[src/rtl/cuckoo_lookup.sv]
module cuckoo_lookup #(
  parameter int KEY_W = 16,
  parameter int DATA_W = 16,
  parameter int TAG_W = 4,
  parameter int IDX_W = 3,
  parameter int MAX_KICKS = 8,
  parameter logic [7:0] POLY0 = 8'h07,
  parameter logic [7:0] POLY1 = 8'h1D
) (
  input  logic              clk,
  input  logic              rst,
  input  logic              lk_valid,
  input  logic [KEY_W-1:0]  lk_key,
  input  logic [TAG_W-1:0]  lk_tag,
  output logic              res_valid,
  output logic              res_found,
  output logic [DATA_W-1:0] res_data,
  output logic [TAG_W-1:0]  res_tag,
  input  logic              cfg_valid,
  input  logic              cfg_op,
  input  logic [KEY_W-1:0]  cfg_key,
  input  logic [DATA_W-1:0] cfg_data,
  output logic              cfg_ready,
  output logic              cfg_rsp_valid,
  output logic              cfg_rsp_ok,
  output logic              ins_blocked
);
  localparam int T = 1 << IDX_W;
  localparam int KC_W = $clog2(MAX_KICKS + 1);

  function automatic logic [IDX_W-1:0] hidx(input logic [KEY_W-1:0] k, input logic [7:0] poly);
    logic [7:0] c;
    logic fb;
    c = 8'h00;
    for (int i = KEY_W - 1; i >= 0; i--) begin
      fb = c[7] ^ k[i];
      c = {c[6:0], 1'b0};
      if (fb) c = c ^ poly;
    end
    return c[IDX_W-1:0];
  endfunction

  logic [KEY_W-1:0]  tk [2][T];
  logic [DATA_W-1:0] td [2][T];
  logic              tv [2][T];
  logic              pv;
  logic [KEY_W-1:0]  pk;
  logic [DATA_W-1:0] pd;
  logic              kicking, ktab;
  logic [KC_W-1:0]   kicks;

  logic [IDX_W-1:0] li0, li1, ci0, ci1, kidx;
  logic lh0, lh1, lhp, ch0, ch1, chp;

  assign li0 = hidx(lk_key, POLY0);
  assign li1 = hidx(lk_key, POLY1);
  assign lh0 = tv[0][li0] && tk[0][li0] == lk_key;
  assign lh1 = tv[1][li1] && tk[1][li1] == lk_key;
  assign lhp = pv && pk == lk_key;

  assign ci0 = hidx(cfg_key, POLY0);
  assign ci1 = hidx(cfg_key, POLY1);
  assign ch0 = tv[0][ci0] && tk[0][ci0] == cfg_key;
  assign ch1 = tv[1][ci1] && tk[1][ci1] == cfg_key;
  assign chp = pv && pk == cfg_key;

  assign kidx = ktab ? hidx(pk, POLY1) : hidx(pk, POLY0);
  assign cfg_ready = !kicking;
  assign ins_blocked = pv && !kicking;

  always_ff @(posedge clk) begin
    if (rst) begin
      for (int b = 0; b < 2; b++)
        for (int i = 0; i < T; i++) begin
          tv[b][i] <= 1'b0;
          tk[b][i] <= '0;
          td[b][i] <= '0;
        end
      pv <= 1'b0; pk <= '0; pd <= '0;
      kicking <= 1'b0; ktab <= 1'b0; kicks <= '0;
      res_valid <= 1'b0; res_found <= 1'b0; res_data <= '0; res_tag <= '0;
      cfg_rsp_valid <= 1'b0; cfg_rsp_ok <= 1'b0;
    end else begin
      res_valid <= lk_valid;
      res_tag   <= lk_tag;
      res_found <= lh0 | lh1 | lhp;
      res_data  <= lh0 ? td[0][li0] : lh1 ? td[1][li1] : lhp ? pd : '0;
      cfg_rsp_valid <= 1'b0;
      if (!kicking) begin
        if (cfg_valid) begin
          cfg_rsp_valid <= 1'b1;
          if (cfg_op) begin
            if (ch0) tv[0][ci0] <= 1'b0;
            if (ch1) tv[1][ci1] <= 1'b0;
            if (chp) pv <= 1'b0;
            cfg_rsp_ok <= ch0 | ch1 | chp;
          end else if (ch0 | ch1 | chp) begin
            if (ch0) td[0][ci0] <= cfg_data;
            if (ch1) td[1][ci1] <= cfg_data;
            if (chp) pd <= cfg_data;
            cfg_rsp_ok <= 1'b1;
          end else if (pv) begin
            cfg_rsp_ok <= 1'b0;
          end else begin
            cfg_rsp_valid <= 1'b0;
            pv <= 1'b1; pk <= cfg_key; pd <= cfg_data;
            ktab <= 1'b0; kicks <= '0; kicking <= 1'b1;
          end
        end
      end else if (!tv[ktab][kidx]) begin
        tv[ktab][kidx] <= 1'b1;
        tk[ktab][kidx] <= pk;
        td[ktab][kidx] <= pd;
        pv <= 1'b0;
        kicking <= 1'b0;
        cfg_rsp_valid <= 1'b1;
        cfg_rsp_ok <= 1'b1;
      end else begin
        tk[ktab][kidx] <= pk;
        td[ktab][kidx] <= pd;
        pk <= tk[ktab][kidx];
        pd <= td[ktab][kidx];
        ktab <= !ktab;
        kicks <= kicks + 1'b1;
        if (kicks == KC_W'(MAX_KICKS - 1)) begin
          kicking <= 1'b0;
          cfg_rsp_valid <= 1'b1;
          cfg_rsp_ok <= 1'b0;
        end
      end
    end
  end

  p_one_match_r4: assert property (@(posedge clk) disable iff (rst)
    $onehot0({lh0, lh1, lhp}));
  p_result_follows_r2: assert property (@(posedge clk) disable iff (rst)
    lk_valid |=> res_valid);
  p_no_result_r2: assert property (@(posedge clk) disable iff (rst)
    !lk_valid |=> !res_valid);
  p_transit_held_r5: assert property (@(posedge clk) disable iff (rst)
    kicking |-> pv);
  p_kick_bound_r9: assert property (@(posedge clk) disable iff (rst)
    kicks <= KC_W'(MAX_KICKS));
  p_fail_parks_r9: assert property (@(posedge clk) disable iff (rst)
    (kicking && tv[ktab][kidx] && kicks == KC_W'(MAX_KICKS - 1)) |=> (ins_blocked && cfg_rsp_valid && !cfg_rsp_ok));
  p_busy_silent_r8: assert property (@(posedge clk) disable iff (rst)
    (kicking && $past(kicking)) |-> !cfg_rsp_valid);
endmodule

[config.mk]
export PLATFORM = sky130hd
export DESIGN_NAME = cuckoo_lookup
export DESIGN_NICKNAME = d
export VERILOG_FILES = /design/src/rtl/cuckoo_lookup.sv
export SDC_FILE = /design/constraint.sdc
export NUM_CORES = 2
export LEC_CHECK = 0
export BUFFER_PORTS_ARGS = -buffer_cell sky130_fd_sc_hd__clkbuf_2
export CAP_MARGIN = 20
export CORE_ASPECT_RATIO = 0.7
export CORE_UTILIZATION = 40
export DETAILED_ROUTE_END_ITERATION = 8
export GPL_TIMING_DRIVEN = 0
export MAX_ROUTING_LAYER = met4
export PLACE_DENSITY = 0.61
export SLEW_MARGIN = 10
export SYNTH_ARGS = -nofsm -noshare
export SYNTH_HDL_FRONTEND = slang
export SYNTH_SLANG_ARGS = --single-unit
[constraint.sdc]
create_clock -name clk -period 4.85 [get_ports clk]
set_clock_uncertainty 0.1 [all_clocks]
set_input_delay 0.485 -clock clk [delete_from_list [all_inputs] [get_ports clk]]
set_output_delay 0.485 -clock clk [all_outputs]
set_load 0.03 [all_outputs]
==> flow_summary.toml <==
[outcome]
run_status = "complete, but fails checks"
violations = "setup timing"

[critical_path]
critical_path_cell_list = "xnor2_1, xnor3_1, xnor2_1, xnor2_2, buf_4, clkbuf_4, clkbuf_2, clkbuf_4, nor2b_4, nand2_2, clkdlybuf4s15_1, o21ai_0"
arrival_ns = 5.23
slowest_stage_cell_crit_path = "sky130_fd_sc_hd__clkdlybuf4s15_1"
cp.required_ns = 5.12
r2r_end = "td[0][118]"
setup.worst_path.class = "flip-flop to flip-flop"
cp_slowest_stage_delay_ns = 0.81
setup.reg_to_reg.worst_slack_ns = -0.11
r2r.worst_path.cells = 12
timing.critical_path.from_type = "flip-flop"
worst-path-max-fanout = 10
regToRegStartpoint = "pk[8]"
critical_path.endpoint_type = "flip-flop"

[global_route]
met3_usage = 0.266
grt_pass1_vias = 29200
antenna_found_initial = 11
globalRouteMet2Util = 0.490
globalRouteMet1Util = 0.588
gr-max-usage-layer = "met1"
globalRoute.totalOverflow = 0
grt_use_total = 0.425
grt_pass1_wl_um = 255000
grt_start_max_net_pins = 18

[route]
route.detailed.wl_per_inst_um = 40.8
drt-pass1-iter-count = 7
via_count = 32900
drt-initial-drc-count = 6701
vias_per_cell = 6.93
detail_route.drc_violations = 0
wl_um = 194000
route.antenna.remaining_nets = 0

[logic_synthesis]
yosys.area.top_type = "sky130_fd_sc_hd__edfxtp_1"
synth_compound_area_frac = 0.0932
synth_nets = 3324
synth_adder_area_share = 0.000345
post_synth_and_or_nand_nor_area_fraction = 0.150
mappedNetlistArea_um2 = 36200
combinational_family_with_the_most_area_after_synthesis = "multiplexers"
synth_warnings = 0
netlist_top_cells_area = "sky130_fd_sc_hd__edfxtp_1 44%, sky130_fd_sc_hd__mux2i_1 9.8%, sky130_fd_sc_hd__mux4_2 8.8%, sky130_fd_sc_hd__nand2_1 4.8%, sky130_fd_sc_hd__dfxtp_1 3.5%"
edff_count_synth = 528
yosys-mux-area-fraction = 0.190
yosysTopAreaCellShare = 0.438
ys_ff_latch = 592
synth_flop_cell = "sky130_fd_sc_hd__edfxtp_1"
post_synthesis_sequential_area_ratio = 0.473
most_common_library_cells_after_synthesis = "528 x sky130_fd_sc_hd__edfxtp_1, 463 x sky130_fd_sc_hd__nand2_1, 354 x sky130_fd_sc_hd__mux2i_1, 236 x sky130_fd_sc_hd__nor2_1, 194 x sky130_fd_sc_hd__clkbuf_1"
synth_xor_area_frac = 0.0522
cells_after_synthesis = 3266
post-synth-top-count-cell = "sky130_fd_sc_hd__edfxtp_1"
post_synth_num_cell_types = 94
syn_area_per_cell_um2 = 11.1
synthArstFlopShare = 0

[floorplan]
initial_utilization = 0.407
dieArea_um2 = 91800
width_of_the_die_um = 362
chipHeight_um = 254
pin_count = 83
coreArea_um2 = 88900
floorplan.rows = 91

[clocking]
clkSinkCount = 592
clock_tree.buffer_depth = 3
cts-htree-levels = 2
cts_tree = "yes"
clock_insertion_delay_worst_skew_ns = 0.70
ctsRootBufferMaster = "sky130_fd_sc_hd__clkbuf_16"
clk_transition_reported_paths_ns = 0.07
cts-buffers-inserted = 61

[worst_hold_path]
min_delay_path_depth = 3
hold_class = "input pin to flip-flop"
hold_start = "cfg_op"
hold_path_end = "cfg_rsp_valid"

[final_layout]
number_of_nets_in_the_layout = 3524
drive_gt1_frac = 0.208
finish.utilization = 0.480
flow.area_growth_from_synthesis_pct = 17.8

[timing]
report.final.slew_viol_count = 0
final_period_minus_worst_setup_slack_ns = 4.96
timing.final.hold_violations = 0
relSlewSlack = 0.0758
rsz_0062_raised_after_global_routing = "yes"
fmax_mhz = 202
layout_setup_ws_ns = -0.112
worst_pin_slew_ns = 1.39
final-setup-viol-count = 104
timing.final.crit_share = 1.02

[placement]
io_buffer_count = 38
dp_hpwl_um = 145000
routability_cong = 1.12

[run]
maxCapViolCount = 0
-- cells in the final DEF (no fill, tap or decap), types with 14 or more instances in the layout --
master,instances
sky130_fd_sc_hd__a211o_1,15
sky130_fd_sc_hd__a211oi_1,29
sky130_fd_sc_hd__a21oi_1,51
sky130_fd_sc_hd__a311oi_1,15
sky130_fd_sc_hd__a31oi_1,24
sky130_fd_sc_hd__and2_1,69
sky130_fd_sc_hd__and3_1,118
sky130_fd_sc_hd__buf_1,20
sky130_fd_sc_hd__buf_12,19
sky130_fd_sc_hd__buf_2,44
sky130_fd_sc_hd__buf_4,85
sky130_fd_sc_hd__buf_6,37
sky130_fd_sc_hd__clkbuf_1,136
sky130_fd_sc_hd__clkbuf_16,63
sky130_fd_sc_hd__clkbuf_2,71
sky130_fd_sc_hd__clkbuf_4,14
sky130_fd_sc_hd__clkinv_1,18
sky130_fd_sc_hd__dfxtp_1,59
sky130_fd_sc_hd__diode_2,17
sky130_fd_sc_hd__edfxtp_1,528
sky130_fd_sc_hd__mux2i_1,336
sky130_fd_sc_hd__mux4_2,141
sky130_fd_sc_hd__nand2_1,442
sky130_fd_sc_hd__nand3_1,122
sky130_fd_sc_hd__nor2_1,230
sky130_fd_sc_hd__nor2b_1,27
sky130_fd_sc_hd__nor3_1,26
sky130_fd_sc_hd__nor4_1,19
sky130_fd_sc_hd__o21ai_0,112
sky130_fd_sc_hd__o221ai_1,22
sky130_fd_sc_hd__o22ai_1,89
sky130_fd_sc_hd__o2bb2ai_1,40
sky130_fd_sc_hd__xnor2_1,98
sky130_fd_sc_hd__xnor2_2,14
sky130_fd_sc_hd__xor2_1,32
-- registers in the layout, summed over array words and instances (netlist names), 4 cells and up, named ones only --
name	count
td	256
tv	16
kicks	4
res_data	16
tk	256
res_tag	4
pk	16
pd	16
-- layer usage --
metal | wire [um] | share of wire | vias to the layer above
li1 | - | - | 12600
met3 | 42300 | 0.22 | 492
met2 | 68000 | 0.35 | 3593
met4 | 6870 | 0.035 | 0
met1 | 76600 | 0.40 | 16200
met5 | 0 | 0 | -
-- layout make-up --
class	instances	area, um2
antenna	17	42.5
buffer	301	1660
clock buffer	67	1590
clock inverter	48	449
fill	8043	46200
inverter	11	41.3
multi-input combinational	2347	18700
sequential	592	17100
tap	1209	1510
timing repair buffer	152	1530
-- metrics by stage --
stage	setup TNS (ns)	std cells	instance area (um2)	setup WS [ns]	hold WS, ns
detailed placement	-1353.40	4544	38700	-2.75	0.364
finish	-5.24	4744	42700	-0.112	0.131
global placement	-1854.30	4513	38000	-4.18	0.362
floorplan	-0.564	3266	36300	-0.0352	0.344
CTS	0	4708	42100	0.00220	0.112
global route	-1.17	4737	42700	-0.0586	0.171
-- logic make-up (layout without fill, tap and decap cells) --
| kind of cell | after synthesis | after routing |
|---|---|---|
| AO/OA/AOI/OAI | 490 | 490 |
| XOR/XNOR | 177 | 177 |
| adder cells (fa/ha/maj) | 1 | 1 |
| buffers and inverters | 330 | 579 |
| flip-flops | 592 | 592 |
| multiplexers | 511 | 511 |
| other | 0 | 17 |
| AND/OR/NAND/NOR | 1165 | 1168 |
-- worst max path at each step --
stage	endpoint	slack [ns]	from
after floorplan	td[0][48]	-0.04	cfg_key[0]
after global placement	td[1][14]	-4.18	pk[12]
after detailed placement	td[0][56]	-2.75	cfg_key[1]
after CTS	td[0][7]	0.002	pk[6]
after global routing	res_data[13]	-0.06	lk_key[7]
final	td[0][118]	-0.11	pk[8]
-- what timing repair did --
action | in CTS | in global routing
hold buffers | 5 | 0
cloned | 1 | 2
setup buffers | 54 | 22
setup endpoints to repair | 957 | 412
gates resized for setup | 202 | 105
pin swaps | 24 | 23
endpoints found under the hold margin | 5 | 0
-- worst max-delay path, delay by kind of cell (launching register included) --
kind / cells / cell delay (ns)
AOI/OAI and AO/OA: 1 / 0.24
xor gates and xnor gates: 4 / 0.90
and+or+nand+nor: 2 / 0.53
buffers and inverters: 5 / 2.04
DFF: 1 / 0.80
Power is left out: the tool's default activity adds up to more than one toggle a clock period on the data nets, which glitch-free logic cannot reach.
